[src/rtl/oc_pkg.sv]
package oc_pkg;

    typedef enum logic [2:0] {
        OC_OFF     = 3'b000,
        OC_HI      = 3'b001,
        OC_LO      = 3'b010,
        OC_TGL     = 3'b011,
        OC_ONESHOT = 3'b100,
        OC_TRAIN   = 3'b101,
        OC_PWM     = 3'b110,
        OC_PWMF    = 3'b111
    } oc_mode_e;

    // Next-state drive produced by the event logic.
    typedef struct packed {
        logic lvl;
        logic irq;
    } oc_drive_t;

    function automatic logic uses_fault_b(input int unsigned idx);
        return idx >= 5;
    endfunction

    function automatic logic is_pwm(input oc_mode_e m);
        return (m == OC_PWM) || (m == OC_PWMF);
    endfunction

    function automatic logic is_dual(input oc_mode_e m);
        return (m == OC_ONESHOT) || (m == OC_TRAIN);
    endfunction

endpackage

[src/rtl/oc_timebase_sel.sv]
module oc_timebase_sel #(
    parameter int CNT_W = 16
) (
    input  logic [CNT_W-1:0] cnt_a,
    input  logic [CNT_W-1:0] cnt_b,
    input  logic             wrap_a,
    input  logic             wrap_b,
    input  logic             sel,
    output logic [CNT_W-1:0] cnt,
    output logic             wrap
);
    assign cnt  = sel ? cnt_b  : cnt_a;
    assign wrap = sel ? wrap_b : wrap_a;
endmodule

[src/rtl/oc_mode_track.sv]
module oc_mode_track
    import oc_pkg::*;
(
    input  logic     clk,
    input  logic     rst,
    input  logic [2:0] mode_in,
    output oc_mode_e mode_q,
    output logic     mode_chg
);
    always_ff @(posedge clk) begin
        if (rst) mode_q <= OC_OFF;
        else     mode_q <= oc_mode_e'(mode_in);
    end

    assign mode_chg = (mode_in != mode_q);
endmodule

[src/rtl/oc_fault_guard.sv]
module oc_fault_guard
    import oc_pkg::*;
#(
    parameter int unsigned CH_IDX = 1
) (
    input  logic     clk,
    input  logic     rst,
    input  logic     fault_a_n,
    input  logic     fault_b_n,
    input  oc_mode_e mode_q,
    input  logic     mode_chg,
    output logic     fault_now,
    output logic     fault_flag
);
    localparam logic USE_B = uses_fault_b(CH_IDX);

    logic src_n;
    assign src_n     = USE_B ? fault_b_n : fault_a_n;
    assign fault_now = (mode_q == OC_PWMF) && !mode_chg && !src_n;

    always_ff @(posedge clk) begin
        if (rst)            fault_flag <= 1'b0;
        else if (mode_chg)  fault_flag <= 1'b0;
        else if (fault_now) fault_flag <= 1'b1;
    end

    assert_fault_sticky_R9: assert property (@(posedge clk) disable iff (rst)
        (fault_flag && !mode_chg) |=> fault_flag);

    assert_fault_cleared_R3: assert property (@(posedge clk) disable iff (rst)
        mode_chg |=> !fault_flag);
endmodule

[src/rtl/oc_event_gen.sv]
module oc_event_gen
    import oc_pkg::*;
#(
    parameter int CNT_W = 16
) (
    input  logic             clk,
    input  logic             rst,
    input  oc_mode_e         mode_q,
    input  logic             mode_chg,
    input  logic [CNT_W-1:0] cnt,
    input  logic             wrap,
    input  logic [CNT_W-1:0] cmp_pri,
    input  logic [CNT_W-1:0] cmp_sec,
    input  logic             latch_q,
    input  logic             fault_now,
    input  logic             fault_flag,
    output oc_drive_t        drv_d
);
    logic [CNT_W-1:0] duty_q, duty_d;
    logic             done_q, done_d;
    logic             hit_pri, hit_sec, hit_duty;

    assign hit_pri  = (cnt == cmp_pri);
    assign hit_sec  = (cnt == cmp_sec);
    assign hit_duty = (cnt == duty_q);

    always_comb begin
        drv_d.lvl = latch_q;
        drv_d.irq = 1'b0;
        duty_d    = duty_q;
        done_d    = done_q;
        if (mode_chg) begin
            drv_d.lvl = 1'b0;
            duty_d    = '0;
            done_d    = 1'b0;
        end else begin
            unique case (mode_q)
                OC_OFF: drv_d.lvl = 1'b0;
                OC_HI: if (hit_pri) begin
                    drv_d.lvl = 1'b1;
                    drv_d.irq = 1'b1;
                end
                OC_LO: if (hit_pri) begin
                    drv_d.lvl = 1'b0;
                    drv_d.irq = 1'b1;
                end
                OC_TGL: if (hit_pri) begin
                    drv_d.lvl = !latch_q;
                    drv_d.irq = 1'b1;
                end
                OC_ONESHOT, OC_TRAIN: if (!done_q) begin
                    if (latch_q && hit_sec) begin
                        drv_d.lvl = 1'b0;
                        drv_d.irq = 1'b1;
                        if (mode_q == OC_ONESHOT) done_d = 1'b1;
                    end else if (!latch_q && hit_pri) begin
                        drv_d.lvl = 1'b1;
                    end
                end
                OC_PWM, OC_PWMF: if (wrap) begin
                    duty_d    = cmp_sec;
                    drv_d.lvl = (cmp_sec != '0);
                    drv_d.irq = 1'b1;
                end else if (hit_duty) begin
                    drv_d.lvl = 1'b0;
                end
            endcase
            if (fault_now || fault_flag) drv_d.lvl = 1'b0;
        end
    end

    always_ff @(posedge clk) begin
        if (rst) begin
            duty_q <= '0;
            done_q <= 1'b0;
        end else begin
            duty_q <= duty_d;
            done_q <= done_d;
        end
    end

    assert_oneshot_hold_R7: assert property (@(posedge clk) disable iff (rst)
        (mode_q == OC_ONESHOT && done_q && !mode_chg) |=> !latch_q);

    assert_pwm_zero_duty_R8: assert property (@(posedge clk) disable iff (rst)
        (is_pwm(mode_q) && !mode_chg && wrap && cmp_sec == '0) |=> !latch_q);

    assert_dual_rise_R6: assert property (@(posedge clk) disable iff (rst)
        (is_dual(mode_q) && !mode_chg && !done_q && !latch_q && hit_pri) |=> latch_q);
endmodule

[src/rtl/oc_channel.sv]
module oc_channel
    import oc_pkg::*;
#(
    parameter int          CNT_W  = 16,
    parameter int unsigned CH_IDX = 1
) (
    input  logic             clk,
    input  logic             rst,
    input  logic [CNT_W-1:0] tmr_a_cnt,
    input  logic [CNT_W-1:0] tmr_b_cnt,
    input  logic             tmr_a_wrap,
    input  logic             tmr_b_wrap,
    input  logic             tb_sel,
    input  logic [2:0]       mode,
    input  logic [CNT_W-1:0] cmp_pri,
    input  logic [CNT_W-1:0] cmp_sec,
    input  logic             fault_a_n,
    input  logic             fault_b_n,
    output logic             pin,
    output logic             pin_oe,
    output logic             irq_pulse
);
    logic [CNT_W-1:0] cnt;
    logic             wrap;
    oc_mode_e         mode_q;
    logic             mode_chg;
    logic             fault_now, fault_flag;
    oc_drive_t        drv_d;
    logic             latch_q, irq_q;

    oc_timebase_sel #(.CNT_W(CNT_W)) u_tb (
        .cnt_a (tmr_a_cnt), .cnt_b (tmr_b_cnt),
        .wrap_a(tmr_a_wrap), .wrap_b(tmr_b_wrap),
        .sel   (tb_sel), .cnt(cnt), .wrap(wrap)
    );

    oc_mode_track u_mode (
        .clk(clk), .rst(rst), .mode_in(mode),
        .mode_q(mode_q), .mode_chg(mode_chg)
    );

    oc_fault_guard #(.CH_IDX(CH_IDX)) u_fault (
        .clk(clk), .rst(rst),
        .fault_a_n(fault_a_n), .fault_b_n(fault_b_n),
        .mode_q(mode_q), .mode_chg(mode_chg),
        .fault_now(fault_now), .fault_flag(fault_flag)
    );

    oc_event_gen #(.CNT_W(CNT_W)) u_evt (
        .clk(clk), .rst(rst),
        .mode_q(mode_q), .mode_chg(mode_chg),
        .cnt(cnt), .wrap(wrap),
        .cmp_pri(cmp_pri), .cmp_sec(cmp_sec),
        .latch_q(latch_q),
        .fault_now(fault_now), .fault_flag(fault_flag),
        .drv_d(drv_d)
    );

    // Set/reset output latch and event pulse register.
    always_ff @(posedge clk) begin
        if (rst) begin
            latch_q <= 1'b0;
            irq_q   <= 1'b0;
        end else begin
            latch_q <= drv_d.lvl;
            irq_q   <= drv_d.irq;
        end
    end

    assign pin_oe    = (mode_q != OC_OFF) && !fault_flag;
    assign pin       = latch_q && pin_oe;
    assign irq_pulse = irq_q;

    assert_modechg_clears_R3: assert property (@(posedge clk) disable iff (rst)
        mode_chg |=> (!pin && !irq_pulse));

    assert_off_quiet_R5: assert property (@(posedge clk) disable iff (rst)
        (mode_q == OC_OFF) |-> (!pin && !pin_oe && !irq_pulse));

    assert_fault_blocks_oe_R9: assert property (@(posedge clk) disable iff (rst)
        fault_now |=> (!pin && !pin_oe));

    assert_set_match_R4: assert property (@(posedge clk) disable iff (rst)
        (mode_q == OC_HI && !mode_chg && cnt == cmp_pri) |=> (pin && irq_pulse));
endmodule

[config.mk]
export PLATFORM = sky130hd
export DESIGN_NAME = oc_channel
export DESIGN_NICKNAME = d
export VERILOG_FILES = /design/src/rtl/oc_pkg.sv /design/src/rtl/oc_timebase_sel.sv /design/src/rtl/oc_mode_track.sv /design/src/rtl/oc_fault_guard.sv /design/src/rtl/oc_event_gen.sv /design/src/rtl/oc_channel.sv
export SDC_FILE = /design/constraint.sdc
export NUM_CORES = 1
export LEC_CHECK = 0
export ABC_AREA = 1
export BUFFER_PORTS_ARGS = -buffer_cell sky130_fd_sc_hd__buf_2
export CAP_MARGIN = 15
export CORE_MARGIN = 2
export CORE_UTILIZATION = 35
export CTS_BUF_LIST = sky130_fd_sc_hd__clkbuf_16
export DETAILED_ROUTE_END_ITERATION = 10
export SLEW_MARGIN = 10
export SYNTH_ARGS = -nofsm -noshare
export SYNTH_HDL_FRONTEND = slang
export SYNTH_SLANG_ARGS = --single-unit
[constraint.sdc]
create_clock -name clk -period 1.9 [get_ports clk]
set_input_delay 0.38 -clock clk [delete_from_list [all_inputs] [get_ports clk]]
set_output_delay 0.38 -clock clk [all_outputs]
set_load 0.005 [all_outputs]
Yosys cells after proc, flatten, opt, wreduce, memory -nomap -nowiden
Cells that the tools add are included.
{"block": "classes", "eq_ne": 17, "mux": 17, "n_reduce_logical": 20}
{"operator": "$eq A16 B16 Y1", "count": 3}
{"operator": "$mux W16", "count": 1}
{"operator": "$reduce_bool A16 Y1", "count": 1}
{"operator": "$eq A3 B3 Y1 const B", "count": 4}
{"operator": "$mux W1", "count": 10}
{"operator": "$mux W2", "count": 4}
{"operator": "$eq A3 B2 Y1 const B", "count": 2}
{"operator": "$logic_and A1 B1 Y1", "count": 6}
{"operator": "$ne A2 B1 Y1 const B", "count": 3}
{"operator": "$ne A3 B1 Y1 const B", "count": 2}
{"operator": "$pmux W1 S6", "count": 1}
{"operator": "$reduce_and A6 Y1", "count": 1}
{"operator": "$reduce_or A2 Y1", "count": 3}
{"operator": "$pmux W1 S5", "count": 1}
{"operator": "$logic_not A1 Y1", "count": 4}
{"operator": "$eq A3 B1 Y1 const B", "count": 1}
{"operator": "$logic_not A3 Y1", "count": 1}
{"operator": "$ne A3 B3 Y1", "count": 1}
{"operator": "$reduce_bool A3 Y1", "count": 1}
{"operator": "$reduce_or A3 Y1", "count": 1}
{"operator": "$ne A2 B2 Y1 const B", "count": 1}
{"operator": "$reduce_and A2 Y1", "count": 1}
{"operator": "$logic_or A1 B1 Y1", "count": 1}
{"block": "word_totals", "regBits": 23, "input_bits": 74, "out_inout_bits": 3, "wordCells": 60}

Longest topological paths before layout
Gate-level depths: netlist of the first run.
{"block": "depth", "ltp_word": 7, "mapped_depth": 16, "ltp_nobuf": 15}

Cells and area by module
A second synthesis of the first run with hierarchy kept.
{"block": "hier_totals", "hier_cells": 428, "area_unflattened_um2": 2177.1}
{"module": "oc_event_gen", "n_inst": 1, "cells_per_inst": 330, "area_each_um2": 1649.1, "seq_area_each_um2": 340.3}
{"module": "oc_timebase_sel", "n_inst": 1, "cells_per_inst": 55, "area_each_um2": 255.2, "seq_area_each_um2": 0.0}
{"module": "oc_mode_track", "n_inst": 1, "cells_per_inst": 19, "area_each_um2": 126.4, "seq_area_each_um2": 60.1}
{"module": "oc_channel", "n_inst": 1, "cells_per_inst": 14, "area_each_um2": 85.1, "seq_area_each_um2": 40.0}
{"module": "oc_fault_guard", "n_inst": 1, "cells_per_inst": 10, "area_each_um2": 61.3, "seq_area_each_um2": 20.0}

Worst setup path before layout of the first run
Ideal clock, no wire load.
{"block": "synth_path", "path_type": "input -> register", "start": "in tb_sel", "end": "reg latch_q", "setup_ns": 0.066, "t_arrival_ns": 1.568, "required_ns": 1.834, "setup_slack_ns": 0.266, "path_stages": 14, "path_buffers": 1, "cell_sequence": "inv_2 buf_6 nand2_1 nand3b_1 nand2_1 inv_1 nand2_1 nor2_1 nand2_1 nor2_2 nor2_1 nor2_2 nand3_1 a21oi_2"}
{"block": "synth_via", "elab_chain_len": 6, "word_cells_on_any_way": 17, "cone_classes": "eq/ne (8); mux (6); reduce/logical (3)"}
{"element": "start, declared", "line": "oc_channel.sv:13", "source": "input logic tb_sel,"}
{"element": "$mux W16", "line": "oc_timebase_sel.sv:12", "source": "assign cnt = sel ? cnt_b : cnt_a;"}
{"element": "$eq A16 B16 Y1", "line": "oc_event_gen.sv:24", "source": "assign hit_sec = (cnt == cmp_sec);"}
{"element": "$logic_and A1 B1 Y1", "line": "oc_event_gen.sv:52", "source": "if (latch_q && hit_sec) begin"}
{"element": "$mux W1", "line": "oc_event_gen.sv:52"}
{"element": "$mux W2", "line": "oc_event_gen.sv:51", "source": "OC_ONESHOT, OC_TRAIN: if (!done_q) begin"}
{"element": "$pmux W1 S6", "line": "oc_event_gen.sv:37", "source": "unique case (mode_q)"}
{"element": "end signal, assigned", "line": "oc_channel.sv:65", "source": "latch_q <= drv_d.lvl;"}
{"element": "end, declared", "line": "oc_channel.sv:29", "source": "logic latch_q, irq_q;"}
Parallel ways exist; a longest one is shown, timed or not. The select of a mux whose other input is x is not followed.
A chain may end at the register's enable or synchronous reset.

Worst setup path in the final report of the first run
Same ends and word-level chain as after synthesis.

==> impl_metrics.ini, run 1 <==
[grt]
track_usage = 0.184
antenna_found_initial = 0
grt_pass1_wl_mm = 11.1
grt-ovfl-total = 0
grt_max_degree = 25
grt_pass1_vias = 2540

[routing]
vias_per_cell = 4.61
drc = 0
drtIter0Drc = 85
ant_nets = 0
avgRoutedWirePerCell_um = 10.9
num_vias = 2886
dr.pass1.iters = 4
drt_wl_total_mm = 6.82

[worst_setup_path]
cp.required_ns = 2.10
worstSetupEndpointType = flip-flop
path_max_fanout = 22
crit_arrival_ns = 1.89
max_stage_delay_ns = 0.16
cpMaxStageDelayCell = nor2_1
worstSetupPathType = in2reg
crit_top_cell = nand2_1
worstSetupStartpointType = primary input
path_cells = buf_4, buf_12, nand2_1, nand2_1, nand2_1, nand4_1, nor2_1, nand2_1, nor2_4, nor2_1, nor2_2, nand3_1, a21oi_2

[clock_tree]
cts.sinks = 23
ctsHoldBuffers = 0
clock_latency_ns = 0.26
ctsRootBufferMaster = clkbuf_16
clk_path_buf_depth = 2
postCtsSetupBuffers = 0
cts_buffers = 3
htreeDepth = 1
clk_pin_slew_ns = 0.06
cts_tree = built

[sta]
whs_ns = 0.317
finalHoldViolations = 0
tns_ns = 0
finalSetupViolCount = 0
relSlewSlack = 0.737
tightest_slew_ns = 0.392
fin_crit_sh = 0.889
fin_ws_ns = 0.211
finClkSkew_ns = 0.00309
clock.fmax_ghz = 0.592
rsz0062_at_grt = false
min_period_ns = 1.69
slew_viol_final = 0

[placement]
post_dp_cell_area_um2 = 3020
dp_slack_ns = -0.144
port_buffers = 75
place_hpwl_mm = 5.62
gp_congestion = 0.842

[finish]
area_growth_syn_to_layout_pct = 31.1
final_net_count = 621
finish.utilization = 0.467
regArea_um2 = 460
post_route_cells_drive_above_1_share = 0.244
multi_input_comb_area_um2 = 1610
fillers = 729
layout_common_cells = nand2_1 (174), buf_2 (74), inv_1 (68), nand3_1 (46), nor2_1 (41)
n_antenna_cell = 0
layout_commonest_cell = nand2_1
final_cell_area_um2 = 3120

[job]
cap_viol_max_count = 0

[yosys]
yosysTopAreaCellShare = 0.276
synth_warnings = 0
synth_area_leaders = nand2_1 (28%), dfxtp_1 (19%), inv_1 (11%), nand3_1 (9.9%), nor2_1 (6.8%)
synth_top_area_cell = nand2_1
synth-seq-cells = 23
ys_seq_area_frac = 0.194
syn-instance-count = 452
syn_nets = 526
synth_area_um2 = 2380
syn_avg_cell_area_um2 = 5.26
synth_cell_types = 27

[floorplan]
rows = 30
start_util = 0.356
core_um2 = 6680
die_w_um = 86.4
die_h_um = 86.4
pin_count = 77
dieArea_um2 = 7470

[outcome]
outcome = finished, final reports clean

[hold_path]
hp-class = in2reg

[pwr]
p_leak_nw = 1.71
vdd_drop_max_mv = 0.306
p_per_area_nw_per_um2 = 471
worst max-delay path: cells and delay by family:
kind	cells	cell delay (ns)
buffers and inverters	2	0.28
AND/OR/NAND/NOR	10	1.07
AO/OA/AOI/OAI	1	0.12
layer usage:
layer,GRT usage,wire length [um],up-vias,share of wire
met5,0,0,-,0
met4,0.0213,33,0,0.0048
met3,0.0257,305,5,0.045
met2,0.313,3090,65,0.45
met1,0.256,3390,1227,0.50
li1,-,-,1589,-
Yosys cell counts:
cell type    n
nand3_1     47
o21ai_0     16
dfxtp_1     23
nor2_2       2
nor3_1       2
inv_1       68
nor4_1       4
a21oi_2      1
a21oi_1     18
or2_2        1
nor2_1      43
a31oi_1      1
o41ai_1      1
nand4_1      4
nand2_4      5
buf_4        2
buf_6        2
nand2_1    175
nand3b_1     6
buf_2        3
inv_2        1
a211oi_1     1
buf_1        1
xnor2_1      7
nand2_2     15
o21ai_1      1
clkbuf_1     2
state kept, by name, indices dropped and copies added (netlist names):
register and flops:
u_evt.duty_q 16, u_mode.mode_q 3, irq_pulse 1, latch_q 1, u_evt.done_q 1, u_fault.fault_flag 1
repair_timing:
action,4_1_cts,5_1_grt
hold endpoints to repair,0,0
endpoints found under the setup margin,0,3
resized for setup,0,7
where the power goes:
| part | switching [mW] | leakage, nW | total, mW | internal, mW |
|---|---|---|---|---|
| clock network | 0.194 | 0.0409 | 0.478 | 0.284 |
| logic | 0.281 | 1.48 | 0.496 | 0.215 |
| registers | 0.00602 | 0.186 | 0.493 | 0.487 |
| total | 0.481 | 1.71 | 1.47 | 0.986 |
area by class of cell:
cell class	count	share of cell area
Tap cell	80	0.0321
Sequential cell	23	0.148
Clock inverter	1	0.00161
Multi-Input combinational cell	350	0.517
Clock buffer	3	0.0241
Inverter	69	0.0839
Timing Repair Buffer	100	0.193
stage by stage:
step | total power, mW | std cells
detailed placement | 0.996 | 622
global route | 1.57 | 626
CTS | 1.48 | 626
finish | 1.47 | 626
floorplan | 0.786 | 452
global placement | 0.991 | 622
final timing paths:
check / start / end / slack, ns / depth (start not counted)
max: tb_sel / latch_q / 0.21 / 13
min: rst / u_mode.mode_q[2] / 0.32 / 2
max reg2reg: latch_q / irq_pulse / 0.52 / 7
min reg2reg: u_evt.duty_q[12] / u_evt.duty_q[12] / 0.47 / 2
cell families (layout without fill, tap and decap cells):
logic type,after synthesis,in the layout,synth area share
xor gates and xnor gates,7,7,0.0258
DFF,23,23,0.194
buffers and inverters,79,173,0.136
and+or+nand+nor,304,304,0.558
AOI/OAI and AO/OA,39,39,0.0868
Note: power is estimated with default switching activity, not from simulation.
==> run 2, diff against run 1 <==
--- a/config.mk
+++ b/config.mk
@@ -6,12 +6,11 @@
 export NUM_CORES = 1
 export LEC_CHECK = 0
 export ABC_AREA = 1
-export BUFFER_PORTS_ARGS = -buffer_cell sky130_fd_sc_hd__buf_2
 export CAP_MARGIN = 15
-export CORE_MARGIN = 2
 export CORE_UTILIZATION = 35
 export CTS_BUF_LIST = sky130_fd_sc_hd__clkbuf_16
 export DETAILED_ROUTE_END_ITERATION = 10
+export DONT_BUFFER_PORTS = 1
 export SLEW_MARGIN = 10
 export SYNTH_ARGS = -nofsm -noshare
 export SYNTH_HDL_FRONTEND = slang
==> run 2 against run 1 <==
The run now ends with DRC left. Sequential power is essentially flat. Flip-flop and latch count did not move. Sequential share of layout area is 2.5 points higher. Critical endpoint unchanged.
==> impl_metrics.ini, run 2 (synthesized netlist as in run 1, its figures left out) <==
[placement]
place_hpwl_mm = 5.35
dp.cells = 540
port_buffers = 0
post_dp_cell_area_um2 = 2580
gp_congestion = 0.888

[worst_setup_path]
path_max_fanout = 23
cp.required_ns = 2.10
worstSetupStartpointType = primary input
worstSetupPathType = in2reg
worstSetupEndpointType = flip-flop
cp-endpoint = latch_q
crit_arrival_ns = 1.83
reg2reg_to = latch_q
r2r_slack_ns = 0.52
crit_start = tb_sel
worstRegToRegCells = 12
r2r-start = u_evt.duty_q[13]

[floorplan]
rows = 29
pin_count = 77
core_um2 = 6460
dieArea_um2 = 7130
die_h_um = 84.4
die_w_um = 84.4
start_util = 0.368

[clock_tree]
cts_buffers = 3
cts.sinks = 23
cts_tree = built
clk_pin_slew_ns = 0.06
htreeDepth = 1
clk_path_buf_depth = 2
clock_latency_ns = 0.26
postCtsSetupBuffers = 0
ctsRootBufferMaster = clkbuf_16

[finish]
fillers = 723
stdcell_count = 544
area_growth_syn_to_layout_pct = 12.0
multi_input_comb_area_um2 = 1600
largest-register = u_evt.duty_q
layout_common_cells = nand2_1 (175), inv_1 (68), nand3_1 (47), nor2_1 (43), dfxtp_1 (23)
largestRegisters = u_evt.duty_q: 16 flops, u_mode.mode_q: 3 flops
final_cell_area_um2 = 2660
regArea_um2 = 460
n_antenna_cell = 0
final_net_count = 542
layout_commonest_cell = nand2_1
largest_reg_flops = 16
post_route_cells_drive_above_1_share = 0.107

[sta]
whs_ns = 0.183
slew_viol_final = 0
relSlewSlack = 0.763
finClkSkew_ns = 0.00357
tns_ns = 0
tightest_slew_ns = 0.353
rsz0062_at_grt = false
finalHoldViolations = 0
fin_crit_sh = 0.859
finalSetupViolCount = 0
clock.fmax_ghz = 0.612
min_period_ns = 1.63

[grt]
grt-ovfl-total = 0
grt_pass1_vias = 2383
grt_pass1_wl_mm = 10.7
track_usage = 0.186
antenna_found_initial = 0
grt_max_degree = 25

[routing]
drtIter0Drc = 147
avgRoutedWirePerCell_um = 12.0
vias_per_cell = 4.83
num_vias = 2627
ant_nets = 0
dr.pass1.iters = 9
drt_wl_total_mm = 6.51
drc = 2

[outcome]
violations = DRC
outcome = finished, violations left

[pwr]
p_per_area_nw_per_um2 = 501
vdd_drop_max_mv = 0.302
p_leak_nw = 1.38
power_mw = 1.33

[hold_path]
hp-class = in2reg

[job]
cap_viol_max_count = 0
## run 2: changes by cell type in the layout (fill, tap and decap cells not counted), moves of 2 or more
cell,before,now
buf_2,74,0
nor2_1,41,43
buf_12,3,1
buf_4,23,20
## run 2: per-stage QoR
stage,utilization,setup WS (ns)
final,0.412,0.267
after global routing,0.412,0.0851
after CTS,0.412,0.135
after detailed placement,0.400,-0.124
after global placement,0.400,-0.107
after floorplan,-,0.266
## run 2: cell type report
cell class                      count  area share
Sequential cell                    23       0.173
Clock inverter                      1     0.00188
Inverter                           69      0.0982
Timing Repair Buffer               21      0.0639
Tap cell                           77      0.0362
Clock buffer                        3      0.0282
Multi-Input combinational cell    350       0.599
## run 2: worst min path at each step
stage	depth (start not counted)	endpoint	slack, ns	startpoint
finish	1	u_mode.mode_q[0]	0.18	rst
global route	1	u_mode.mode_q[1]	0.17	rst
CTS	1	u_mode.mode_q[0]	0.18	rst
detailed placement	1	u_mode.mode_q[0]	0.45	rst
global placement	1	u_mode.mode_q[1]	0.45	rst
floorplan	2	u_evt.duty_q[0]	0.44	u_evt.duty_q[0]
## run 2: power breakdown
part / internal, mW / switching (mW)
registers: 0.487 / 0.00619
clock network: 0.284 / 0.190
logic: 0.154 / 0.215
## run 2: worst max-delay path, cell delays in order
cell and delay [ns]:
inv_4 0.15, buf_4 0.18, nand2_2 0.06, nand2_1 0.07, nand2_1 0.05, nand2_1 0.06, nand2_1 0.08, nor2_1 0.11
nand2_1 0.08, nor2_2 0.18, nor2_1 0.07, nor2_2 0.12, nand3_1 0.11, a21oi_2 0.13
## run 2: routing by layer
metal | share of wire | up-vias | track usage | routed length, um
met5 | 0 | - | 0 | 0
met4 | 0.0088 | 0 | 0.0586 | 57
met3 | 0.072 | 4 | 0.0364 | 467
met2 | 0.46 | 59 | 0.314 | 3020
met1 | 0.46 | 1133 | 0.240 | 2970
li1 | - | 1431 | - | -
## run 2: what timing repair did
action                     CTS  global route
gates resized for setup      0             2
setup endpoints to repair    0             1
hold buffers                 0             0
